**src/rtl/hcu_pkg.sv**
```systemverilog
package hcu_pkg;
  localparam int IDX_W = 2;

  localparam logic [7:0] CMD_FIFO    = 8'h20;
  localparam logic [7:0] CMD_FIFO_RP = 8'h21;
  localparam logic [7:0] CMD_DEB     = 8'h22;
  localparam logic [7:0] CMD_GIN     = 8'h30;
  localparam logic [7:0] CMD_GOUT    = 8'h31;
  localparam logic [7:0] CMD_GDIR    = 8'h32;
  localparam logic [7:0] CMD_PHI     = 8'h40;
  localparam logic [7:0] CMD_PLO     = 8'h41;
  localparam logic [7:0] CMD_PCTL    = 8'h42;
  localparam logic [7:0] CMD_INT     = 8'hD0;

  typedef enum logic [2:0] {
    TG_NONE, TG_DEB, TG_GOUT, TG_GDIR, TG_PHI, TG_PLO, TG_PCTL
  } tgtE;

  typedef enum logic [2:0] {
    RD_NONE, RD_FIFO, RD_AGAIN, RD_GPIO, RD_INT
  } rdE;

  typedef struct packed {
    logic             wrEn;
    tgtE              tgt;
    logic [IDX_W-1:0] idx;
    rdE               rd;
    logic             errUnk;
    logic             errOvr;
  } strobeT;
endpackage

```
**src/rtl/hcu_ctrl.sv**
```systemverilog
module hcu_ctrl
  import hcu_pkg::*;
#(
  parameter int PWM_BYTES = 2
) (
  input  logic       clk,
  input  logic       rstN,
  input  logic       byteValid,
  input  logic       cmdStart,
  input  logic [7:0] rxByte,
  output strobeT     stb,
  output logic       busy
);
  tgtE              tgtQ, tgtN;
  logic [IDX_W-1:0] idxQ, idxN;
  logic             busyN;
  logic             isCmd, isData;

  function automatic logic [IDX_W-1:0] lastIdx(input tgtE t);
    if (t == TG_PHI || t == TG_PLO) return IDX_W'(PWM_BYTES - 1);
    return '0;
  endfunction

  always_comb begin
    stb    = '0;
    busyN  = busy;
    tgtN   = tgtQ;
    idxN   = idxQ;
    isCmd  = byteValid & cmdStart;
    isData = byteValid & ~cmdStart & busy;
    if (isCmd) begin
      if (busy) begin
        stb.errOvr = 1'b1;
      end else begin
        idxN = '0;
        case (rxByte)
          CMD_FIFO:    stb.rd = RD_FIFO;
          CMD_FIFO_RP: stb.rd = RD_AGAIN;
          CMD_GIN:     stb.rd = RD_GPIO;
          CMD_INT:     stb.rd = RD_INT;
          CMD_DEB:     begin busyN = 1'b1; tgtN = TG_DEB;  end
          CMD_GOUT:    begin busyN = 1'b1; tgtN = TG_GOUT; end
          CMD_GDIR:    begin busyN = 1'b1; tgtN = TG_GDIR; end
          CMD_PHI:     begin busyN = 1'b1; tgtN = TG_PHI;  end
          CMD_PLO:     begin busyN = 1'b1; tgtN = TG_PLO;  end
          CMD_PCTL:    begin busyN = 1'b1; tgtN = TG_PCTL; end
          default:     stb.errUnk = 1'b1;
        endcase
      end
    end else if (isData) begin
      stb.wrEn = 1'b1;
      stb.tgt  = tgtQ;
      stb.idx  = idxQ;
      if (idxQ == lastIdx(tgtQ)) begin
        busyN = 1'b0;
        tgtN  = TG_NONE;
      end else begin
        idxN = idxQ + 1'b1;
      end
    end
  end

  always_ff @(posedge clk) begin
    if (!rstN) begin
      busy <= 1'b0;
      tgtQ <= TG_NONE;
      idxQ <= '0;
    end else begin
      busy <= busyN;
      tgtQ <= tgtN;
      idxQ <= idxN;
    end
  end
endmodule

```
**src/rtl/hcu_dp.sv**
```systemverilog
module hcu_dp
  import hcu_pkg::*;
#(
  parameter int GPIO_N = 4,
  parameter int IRQ_N  = 2,
  parameter int PWM_W  = 16,
  parameter int DEB_W  = 8
) (
  input  logic              clk,
  input  logic              rstN,
  input  strobeT            stb,
  input  logic [7:0]        rxByte,
  input  logic [7:0]        fifoData,
  input  logic [GPIO_N-1:0] gpioIn,
  output logic              fifoPop,
  output logic [GPIO_N-1:0] gpioOut,
  output logic [GPIO_N-1:0] gpioOe,
  output logic [DEB_W-1:0]  debounce,
  output logic [PWM_W-1:0]  pwmHigh,
  output logic [PWM_W-1:0]  pwmLow,
  output logic [7:0]        pwmCtl,
  output logic              rspValid,
  output logic [7:0]        rspData,
  output logic              irq,
  output logic [2:0]        errFlags
);
  localparam int PWM_BYTES = PWM_W / 8;

  logic [IRQ_N-1:0] syncA, syncB, prevLvl, pinEdge, cause, causeN;
  logic [2:0]       errN;
  logic [7:0]       lastFifo, rspN, intCode;
  logic             clrInt;

  for (genvar p = 0; p < IRQ_N; p++) begin : g_sync
    always_ff @(posedge clk) begin
      if (!rstN) begin
        syncA[p]   <= 1'b0;
        syncB[p]   <= 1'b0;
        prevLvl[p] <= 1'b0;
      end else begin
        syncA[p]   <= gpioIn[p];
        syncB[p]   <= syncA[p];
        prevLvl[p] <= syncB[p];
      end
    end
    assign pinEdge[p] = syncB[p] ^ prevLvl[p];
  end

  assign fifoPop = (stb.rd == RD_FIFO);
  assign clrInt  = (stb.rd == RD_INT);
  assign intCode = 8'({|errFlags, cause});
  assign causeN  = (clrInt ? '0 : cause) | pinEdge;
  assign errN    = (clrInt ? 3'b000 : errFlags)
                 | {|(pinEdge & cause), stb.errOvr, stb.errUnk};
  assign irq     = (|cause) | (|errFlags);

  always_comb begin
    case (stb.rd)
      RD_FIFO:  rspN = fifoData;
      RD_AGAIN: rspN = lastFifo;
      RD_GPIO:  rspN = 8'(gpioIn);
      RD_INT:   rspN = intCode;
      default:  rspN = 8'h00;
    endcase
  end

  always_ff @(posedge clk) begin
    if (!rstN) begin
      gpioOut  <= '0;
      gpioOe   <= '0;
      debounce <= '0;
      pwmHigh  <= '0;
      pwmLow   <= '0;
      pwmCtl   <= '0;
      rspValid <= 1'b0;
      rspData  <= '0;
      lastFifo <= '0;
      cause    <= '0;
      errFlags <= '0;
    end else begin
      rspValid <= (stb.rd != RD_NONE);
      rspData  <= rspN;
      cause    <= causeN;
      errFlags <= errN;
      if (fifoPop) lastFifo <= fifoData;
      if (stb.wrEn) begin
        case (stb.tgt)
          TG_DEB:  debounce <= rxByte[DEB_W-1:0];
          TG_GOUT: gpioOut  <= rxByte[GPIO_N-1:0];
          TG_GDIR: gpioOe   <= rxByte[GPIO_N-1:0];
          TG_PCTL: pwmCtl   <= rxByte;
          TG_PHI:
            for (int b = 0; b < PWM_BYTES; b++)
              if (stb.idx == IDX_W'(b)) pwmHigh[b*8 +: 8] <= rxByte;
          TG_PLO:
            for (int b = 0; b < PWM_BYTES; b++)
              if (stb.idx == IDX_W'(b)) pwmLow[b*8 +: 8] <= rxByte;
          default: ;
        endcase
      end
    end
  end
endmodule

```
**src/rtl/host_cmd_unit.sv**
```systemverilog
module host_cmd_unit
  import hcu_pkg::*;
#(
  parameter int GPIO_N = 4,
  parameter int IRQ_N  = 2,
  parameter int PWM_W  = 16,
  parameter int DEB_W  = 8
) (
  input  logic              clk,
  input  logic              rstN,
  input  logic              byteValid,
  input  logic              cmdStart,
  input  logic [7:0]        rxByte,
  input  logic [7:0]        fifoData,
  output logic              fifoPop,
  input  logic [GPIO_N-1:0] gpioIn,
  output logic [GPIO_N-1:0] gpioOut,
  output logic [GPIO_N-1:0] gpioOe,
  output logic [DEB_W-1:0]  debounce,
  output logic [PWM_W-1:0]  pwmHigh,
  output logic [PWM_W-1:0]  pwmLow,
  output logic [7:0]        pwmCtl,
  output logic              rspValid,
  output logic [7:0]        rspData,
  output logic              irq,
  output logic [2:0]        errFlags
);
  strobeT stb;
  logic   ctrlBusy;

  hcu_ctrl #(.PWM_BYTES(PWM_W / 8)) u_ctrl (
    .clk(clk), .rstN(rstN), .byteValid(byteValid), .cmdStart(cmdStart),
    .rxByte(rxByte), .stb(stb), .busy(ctrlBusy)
  );

  hcu_dp #(.GPIO_N(GPIO_N), .IRQ_N(IRQ_N), .PWM_W(PWM_W), .DEB_W(DEB_W)) u_dp (
    .clk(clk), .rstN(rstN), .stb(stb), .rxByte(rxByte), .fifoData(fifoData),
    .gpioIn(gpioIn), .fifoPop(fifoPop), .gpioOut(gpioOut), .gpioOe(gpioOe),
    .debounce(debounce), .pwmHigh(pwmHigh), .pwmLow(pwmLow), .pwmCtl(pwmCtl),
    .rspValid(rspValid), .rspData(rspData), .irq(irq), .errFlags(errFlags)
  );
endmodule

```
**config.mk**
```make
export PLATFORM = sky130hd
export DESIGN_NAME = host_cmd_unit
export DESIGN_NICKNAME = d
export VERILOG_FILES = /design/src/rtl/hcu_pkg.sv /design/src/rtl/hcu_ctrl.sv /design/src/rtl/hcu_dp.sv /design/src/rtl/host_cmd_unit.sv
export SDC_FILE = /design/constraint.sdc
export NUM_CORES = 1
export LEC_CHECK = 0
export BUFFER_PORTS_ARGS = -buffer_cell sky130_fd_sc_hd__buf_2
export CORE_AREA = 2 2 88 90
export DETAILED_ROUTE_END_ITERATION = 7
export DIE_AREA = 0 0 90 92
export MAX_ROUTING_LAYER = met4
export PLACE_DENSITY = 0.76
export SYNTH_ARGS = -nofsm -noshare
export SYNTH_HDL_FRONTEND = slang
export SYNTH_SLANG_ARGS = --single-unit
```
**constraint.sdc**
```tcl
create_clock -name clk -period 2.2 [get_ports clk]
set_input_delay 0.11 -clock clk [delete_from_list [all_inputs] [get_ports clk]]
set_output_delay 0.11 -clock clk [all_outputs]
set_load 0.02 [all_outputs]
```
==> results.cfg, run 1 <==
[layout]
stdcell_area_um2 = 4570
mostFrequentLayoutCell = buf_2
drive_gt1_share_pct = 25.1
multi_input_area_um2 = 1790
mostFrequentLayoutCells = buf_2, dfxtp_1, nor2_1
seqCellArea_um2 = 1800
nets = 525
n_antenna_cell = 0
area_delta_synth_final_pct = 21.5
final_cell_count_no_fill = 608
fillers = 702

[global_route]
grt_first_pass_wirelength_um = 15700
grt_overflow = 0
grt_max_degree = 72
antenna_found_initial = 0
grt_use_total_pct = 24.4
grt_pass1_vias = 3298

[cts]
cts.sinks = 90
clk-insertion-delay-late_ns = 0.37
cts_resized = 0
cts_made_buffers = 9
htreeDepth = 3
clk_pin_slew_worst_paths_ns = 0.10
root_buffer = clkbuf_8
post-cts-setup-buffer-count = 0
cts_tree = yes
max-clock-path-buffers = 2

[worst_setup_path]
start_kind = flop
critPathMaxFanout = 11
worstPathArrival_ns = 1.81
end_kind = primary output
worstSetupPathType = reg -> out
critPathRequiredTime_ns = 2.09

[drt]
wirelength_um = 9470
antenna_left = 0
drc = 0
firstDrtPassIters = 4
vias_per_cell = 5.46
dr_wl_met2_um = 4450
wl_met1_um = 4130
wire_per_inst_um = 15.6
top_layer_used = met4
wl_met3_um = 667
vias = 3318
drtIter0Drc = 175

[pwr]
pwr-share-comb_pct = 6.0
power_frac_clock_pct = 43.0
p_per_area_nw_per_um2 = 705
totalPowerFinal_mw = 3.22
switching_share_pct = 23.2
p_int_mw = 2.47
power_switching_mw = 0.748
seqPwrFrac_pct = 51.0
vdd_ir_drop_max_uv = 507
leakage_nw = 2.05

[place]
place_inst = 586
post_dp_cell_area_um2 = 4260
hpwlAfterDp_um = 6500
place.gp.congestion = 0.873
portBuffers = 93

[yosys]
seq_area_frac_synth_pct = 47.9
synth_top_cell_by_area = dfxtp_1
synth_warnings = 0
synth_edf_count = 0
synth_ff_type = dfxtp_1
async_reset_ff_share_pct = 0
synth-seq-cells = 90
synth_cells = 414
synth_fp_nets = 438
synth.top_cell.area_share_pct = 47.9
synth.distinct_cells = 55
syn_area_um2 = 3760
avgSynthCellArea_um2 = 9.08
synthTopCellsByArea = dfxtp_1, mux2i_1, nor2_1

[floorplan]
die-area_um2 = 8280
io_pins = 94
rows = 32
design.core.area_um2 = 7450
start_util_pct = 50.5
die_h_um = 92
die_w_um = 90

[timing]
fin_tns_setup_ns = 0
skew_ns = 0.0121
min_period_ns = 1.92
rsz0062_at_grt = false
slew_headroom_pct = 51.4
finalSetupViolCount = 0
min_period_over_period_pct = 87.2
finalHoldViolCount = 0
final_max_slew_viol_count = 0
tightest_slew_ns = 0.729
fmax_mhz = 521

[run_status]
status = finished, final reports clean

[worst_hold_path]
min_path_type = in -> reg

[job]
timing.max_cap.violations = 0
## registers in the layout, indices dropped and copies added (netlist names)
| register | cells |
|---|---|
| u_dp.rspValid | 1 |
| u_dp.debounce | 8 |
| u_dp.errFlags | 3 |
| u_dp.syncB | 2 |
| u_dp.cause | 2 |
| u_dp.pwmCtl | 8 |
| u_dp.prevLvl | 2 |
| u_dp.gpioOut | 4 |
| u_ctrl.tgtQ | 3 |
| u_ctrl.busy | 1 |
| u_dp.rspData | 8 |
| u_ctrl.idxQ | 2 |
| u_dp.pwmHigh | 16 |
| u_dp.lastFifo | 8 |
| u_dp.syncA | 2 |
| u_dp.pwmLow | 16 |
| u_dp.gpioOe | 4 |
## routing by layer
layer,global-route usage [%],vias up
met2,39.0,106
met5,-,-
met3,5.34,18
li1,-,1620
met1,29.8,1574
met4,10.8,0
## cells by family after synthesis
family	after synthesis	share of synthesized area, %
buf+inv	37	4.62
mux	45	12.0
flops	90	47.9
compound gates	68	11.8
simple gates	171	23.0
xor+xnor	3	0.699
## power groups by stage
| stage | clock, mW | sequential, mW | combinational, mW |
|---|---|---|---|
| 6_report | 1.39 | 1.64 | 0.192 |
| 5_1_grt | 1.47 | 1.65 | 0.210 |
| 4_1_cts | 1.40 | 1.64 | 0.191 |
| 3_5_place_dp | 0 | 1.68 | 0.181 |
| 3_3_place_gp | 0 | 1.68 | 0.178 |
| 2_1_floorplan | 0 | 1.68 | 0.116 |
## Yosys cell counts, types with 3 or more instances
| master | count |
|---|---|
| nand3b_1 | 5 |
| nand3_1 | 15 |
| dfxtp_1 | 90 |
| a2bb2oi_1 | 3 |
| nor2b_1 | 4 |
| nand2_1 | 48 |
| xor2_1 | 3 |
| clkbuf_1 | 22 |
| nor4_1 | 6 |
| and2_1 | 7 |
| nand2b_1 | 4 |
| buf_6 | 4 |
| a21oi_1 | 37 |
| inv_1 | 5 |
| o211ai_1 | 3 |
| nor3_1 | 4 |
| and3_1 | 4 |
| o21ai_0 | 3 |
| mux2i_1 | 45 |
| buf_2 | 4 |
| a32o_1 | 3 |
| nor2_1 | 56 |
## timing repair
action / CTS / global route
endpoints found under the setup margin: 0 / 0
endpoints found under the hold margin: 6 / 0
hold buffers: 6 / 0
## area by class of cell
type	instances	share of cell area, %
inverters	6	0.493
multi-input cells	287	39.1
clock inverters	7	2.71
well taps	102	2.79
flip-flops and latches	90	39.4
clock buffers	9	2.71
repair buffers	107	12.8
## worst max-delay path, stage by stage, from the launching register on
cell and delay [ns]:
dfxtp_1 0.42, nand3b_4 0.24, nor4_1 0.52, buf_2 0.26
## through the flow
stage          setup slack (ns)  hold WS, ns  util (%)
2_1_floorplan             0.395        0.232         -
3_3_place_gp              0.368        0.335      57.2
3_5_place_dp              0.363        0.341      57.2
4_1_cts                   0.325      0.00313      61.4
5_1_grt                   0.184      0.00593      61.4
6_report                  0.282      0.00915      61.4
## path summary, 6_finish.rpt
check | startpoint | end | slack, ns | cells after the start
max | u_ctrl.busy | fifoPop | 0.28 | 3
min | fifoData[5] | u_dp.lastFifo[5] | 0.009 | 3
max reg2reg | u_ctrl.busy | u_dp.gpioOe[2] | 0.31 | 4
min reg2reg | u_dp.syncA[1] | u_dp.syncB[1] | 0.45 | 1
Power figures use the tool's default switching activity.
==> run 2, diff against run 1 <==
--- a/config.mk
+++ b/config.mk
@@ -6,9 +6,10 @@
 export NUM_CORES = 1
 export LEC_CHECK = 0
 export BUFFER_PORTS_ARGS = -buffer_cell sky130_fd_sc_hd__buf_2
-export CORE_AREA = 2 2 88 90
+export CAP_MARGIN = 15
+export CORE_AREA = 4 4 90 92
 export DETAILED_ROUTE_END_ITERATION = 7
-export DIE_AREA = 0 0 90 92
+export DIE_AREA = 0 0 94 96
 export MAX_ROUTING_LAYER = met4
 export PLACE_DENSITY = 0.76
 export SYNTH_ARGS = -nofsm -noshare
==> results.cfg, run 2 (synthesis gave the netlist of run 1 again) <==
[worst_setup_path]
critPathMaxFanout = 11
start_kind = flop
end_kind = flop
worstPathArrival_ns = 2.22
critPathRequiredTime_ns = 2.42
worstSetupPathType = reg -> reg
worst_path_max_delay_cell = nor4bb_1
path_cells = nor4bb_1, and3_1, mux2i_1, nor2_1
critPathTopFamily = simple AND/OR/NAND/NOR gates
worst-path-buf-inv = 0
max_stage_delay_ns = 0.65

[cts]
htreeDepth = 3
max-clock-path-buffers = 2
cts_made_buffers = 9
clk_pin_slew_worst_paths_ns = 0.09
post-cts-setup-buffer-count = 0
ctsHoldBuffers = 5
cts.sinks = 90
cts_resized = 0
root_buffer = clkbuf_8
cts_tree = yes
clk-insertion-delay-late_ns = 0.36

[timing]
final_max_slew_viol_count = 0
slew_headroom_pct = 49.9
finalSetupViolCount = 0
fin_tns_setup_ns = 0
min_period_ns = 2.00
min_period_over_period_pct = 90.9
fmax_mhz = 500
finalHoldViolCount = 0
tightest_slew_ns = 0.741
rsz0062_at_grt = false
skew_ns = 0.00512

[global_route]
grt_max_degree = 72
grt_first_pass_wirelength_um = 15000
grt_overflow = 0
grt_pass1_vias = 3029
antenna_found_initial = 0
grt_use_total_pct = 22.0

[floorplan]
rows = 31
io_pins = 94
die_h_um = 96
design.core.area_um2 = 7210
die_w_um = 94
die-area_um2 = 9020
start_util_pct = 52.1

[drt]
wirelength_um = 9310
drc = 0
vias = 3232
antenna_left = 0
wire_per_inst_um = 15.5
drtIter0Drc = 228
firstDrtPassIters = 5
vias_per_cell = 5.37

[pwr]
p_per_area_nw_per_um2 = 656
vdd_ir_drop_max_uv = 321
leakage_nw = 2.00

[layout]
fillers = 676
mostFrequentLayoutCells = buf_2, dfxtp_1, nor2_1
nets = 522
drive_gt1_share_pct = 24.9
reg_top3 = u_dp.pwmHigh x16, u_dp.pwmLow x16
area_delta_synth_final_pct = 19.3
n_antenna_cell = 0
stdcell_area_um2 = 4490
mostFrequentLayoutCell = buf_2

[run_status]
status = finished, final reports clean

[worst_hold_path]
min_path_type = in -> reg

[place]
hpwlAfterDp_um = 6550
portBuffers = 93
place.gp.congestion = 0.823
post_dp_cell_area_um2 = 4240

[job]
timing.max_cap.violations = 0
==> run 2: cell type report <==
class                      instances  area (um^2)  area share (%)
sequential                        90         1800            40.2
inverter                           6         22.5           0.502
clock inverter                     7         68.8            1.53
timing repair buffer             104          561            12.5
multi-input combinational        287         1790            39.8
tap                               99          124            2.76
clock buffer                       9          124            2.76
==> run 2: worst register-to-register path: stages, from the launching register on <==
cell	delay (ns)
dfxtp_1	0.52
nor4bb_1	0.65
and3_1	0.41
mux2i_1	0.23
nor2_1	0.06
==> run 2: final timing paths <==
| kind | from | slack [ns] | endpoint | cells after the start |
|---|---|---|---|---|
| max | u_ctrl.busy | 0.20 | u_dp.gpioOe[1] | 4 |
| min | fifoData[5] | 0.01 | u_dp.lastFifo[5] | 3 |
| max reg2reg | u_ctrl.busy | 0.20 | u_dp.gpioOe[1] | 4 |
| min reg2reg | u_dp.syncA[1] | 0.45 | u_dp.syncB[1] | 1 |
==> run 2: metal layers <==
metal | global-route usage, % | routed length [um] | vias to the layer above
met5 | - | 0 | -
met4 | 8.66 | 126 | 0
met3 | 4.38 | 631 | 12
met2 | 34.6 | 4280 | 114
met1 | 28.1 | 4270 | 1501
li1 | - | - | 1605
==> run 2: power breakdown <==
group / internal (mW) / switching (mW) / total (mW) / leakage [nW]
Sequential: 1.64 / 0.00749 / 1.64 / 0.726
Combinational: 0.0653 / 0.119 / 0.185 / 1.18
Clock: 0.523 / 0.591 / 1.11 / 0.0954
==> run 2: metrics by stage <==
stage          hold WS [ns]  setup slack (ns)  util [%]  cells  total power, mW
2_1_floorplan         0.232             0.395         -    414             1.80
3_3_place_gp          0.334             0.273      58.8    581             1.86
3_5_place_dp          0.338             0.176      58.8    581             1.86
4_1_cts             0.00170             0.266      62.2    602             2.96
5_1_grt              0.0283            0.0189      62.2    602             3.05
6_report             0.0103             0.200      62.2    602             2.94
==> run 3, diff against run 2 <==
--- a/config.mk
+++ b/config.mk
@@ -10,8 +10,9 @@
 export CORE_AREA = 4 4 90 92
 export DETAILED_ROUTE_END_ITERATION = 7
 export DIE_AREA = 0 0 94 96
+export GPL_TIMING_DRIVEN = 0
 export MAX_ROUTING_LAYER = met4
-export PLACE_DENSITY = 0.76
+export PLACE_DENSITY_LB_ADDON = 0.1
 export SYNTH_ARGS = -nofsm -noshare
 export SYNTH_HDL_FRONTEND = slang
 export SYNTH_SLANG_ARGS = --single-unit
==> results.cfg, run 3 (synthesis gave the netlist of run 1 again) <==
[timing]
tightest_slew_ns = 0.746
timing.hold.ws_ns = 0.0163
skew_ns = 0.00902
min_period_ns = 1.98
final_max_slew_viol_count = 0
fin_tns_setup_ns = 0
finalSetupViolCount = 0
fmax_mhz = 504
finalHoldViolCount = 0
min_period_over_period_pct = 90.2
layout_setup_ws_ns = 0.216
rsz0062_at_grt = false
slew_headroom_pct = 50.3

[floorplan]
die_h_um = 96
start_util_pct = 52.1
design.core.area_um2 = 7210
rows = 31
io_pins = 94
die_w_um = 94
die-area_um2 = 9020

[cts]
clk-insertion-delay-late_ns = 0.35
root_buffer = clkbuf_8
cts.sinks = 90
max-clock-path-buffers = 2
cts_made_buffers = 9
clk_pin_slew_worst_paths_ns = 0.09
htreeDepth = 3
cts_tree = yes

[place]
dpl_worst_slack_ns = 0.233
place.gp.congestion = 0.901
place_inst = 603
hpwlAfterDp_um = 6840
portBuffers = 90
post_dp_cell_area_um2 = 4340

[layout]
area_delta_synth_final_pct = 22.6
reg_top3 = u_dp.pwmHigh x16, u_dp.pwmLow x16
mostFrequentLayoutCells = buf_2, dfxtp_1, nor2_1
nets = 545
final_cell_count_no_fill = 625
mostFrequentLayoutCell = buf_2
n_antenna_cell = 0
stdcell_area_um2 = 4610
drive_gt1_share_pct = 23.8

[pwr]
power_switching_mw = 0.715
switching_share_pct = 23.7
vdd_ir_drop_max_uv = 333
leakage_nw = 2.05
pwr-share-comb_pct = 6.7
seqPwrFrac_pct = 54.5
power_frac_clock_pct = 38.7
p_per_area_nw_per_um2 = 654
p_int_mw = 2.30

[drt]
vias_per_cell = 5.35
drc = 0
antenna_left = 0
wirelength_um = 9620
drtIter0Drc = 170
wire_per_inst_um = 15.4
wl_met1_um = 4460
firstDrtPassIters = 5
vias = 3343
wl_met3_um = 650
top_layer_used = met4
dr_wl_met2_um = 4340

[worst_hold_path]
holdCritStartpoint = fifoData[3]
hold_depth = 3
min_path_type = in -> reg
worstHoldEndpoint = u_dp.lastFifo[3]

[job]
timing.max_cap.violations = 0

[global_route]
grt_max_degree = 16
grt_overflow = 0
grt_first_pass_wirelength_um = 15200
grt_use_total_pct = 22.4
antenna_found_initial = 0
grt_pass1_vias = 3049

[worst_setup_path]
critPathRequiredTime_ns = 2.43
worstPathArrival_ns = 2.21
critPathMaxFanout = 10
rr_endpoint = u_dp.gpioOut[3]
r2r-start = u_ctrl.tgtQ[2]
rr_worst_depth = 5
start_kind = input pin
end_kind = flop
worstSetupPathType = in -> reg
r2r_setup_slack_ns = 0.33

[run_status]
status = finished, final reports clean
run 3: cell count changes in the layout (fill, tap and decap cells not counted), moves of 2 or more:
cell,previous run,this run
buf_4,6,0
buf_6,0,4
clkbuf_1,0,22
clkbuf_8,9,11
clkinv_2,3,1
run 3: power groups by stage:
| stage | Sequential, mW | Combinational [mW] | Clock, mW |
|---|---|---|---|
| 2_1_floorplan | 1.68 | 0.116 | 0 |
| 3_3_place_gp | 1.68 | 0.188 | 0 |
| 3_5_place_dp | 1.68 | 0.192 | 0 |
| 4_1_cts | 1.64 | 0.201 | 1.19 |
| 5_1_grt | 1.65 | 0.220 | 1.27 |
| 6_report | 1.64 | 0.203 | 1.17 |
run 3: area by class of cell:
type                            instances  area (um^2)
Clock inverter                          5         60.1
Inverter                                6         22.5
Fill cell                             659         2600
Sequential cell                        90         1800
Clock buffer                           11          151
Multi-Input combinational cell        287         1790
Buffer                                 31          151
Timing Repair Buffer                   96          510
Tap cell                               99          124
run 3: layer usage:
layer	vias up	global-route usage, %
met1	1549	29.3
met3	18	5.16
met2	123	33.6
li1	1653	-
met5	-	-
met4	0	8.78
run 3: worst max-delay path, cell delays in order:
cell and delay [ns]:
dlygate4sd3_1 0.56, buf_6 0.15, nor4bb_1 0.36, clkbuf_1 0.43
nand3b_1 0.31, mux2i_1 0.23, nor2_1 0.05
run 3: worst max path at each step:
stage	cells past startpoint	slack (ns)	end	from
2_1_floorplan	5	0.39	u_dp.lastFifo[2]	rxByte[3]
3_3_place_gp	6	0.23	u_dp.pwmLow[6]	u_ctrl.tgtQ[1]
3_5_place_dp	6	0.23	u_dp.pwmLow[2]	u_ctrl.tgtQ[1]
4_1_cts	6	0.22	u_dp.pwmLow[2]	u_ctrl.tgtQ[1]
5_1_grt	7	0.05	u_dp.gpioOut[1]	byteValid
6_report	7	0.22	u_dp.gpioOut[3]	byteValid
run 3: what timing repair did:
item,CTS,global route
buffers inserted,0,0
resized for setup,0,1
hold endpoints to repair,6,0
endpoints found under the setup margin,0,1
hold buffers,6,0
run 3: stage by stage:
| stage | total power, mW | utilization, % |
|---|---|---|
| after CTS | 3.04 | 63.9 |
| final | 3.02 | 63.9 |
| after global placement | 1.87 | 60.1 |
| after floorplan | 1.80 | - |
| after detailed placement | 1.87 | 60.1 |
| after global routing | 3.13 | 63.9 |
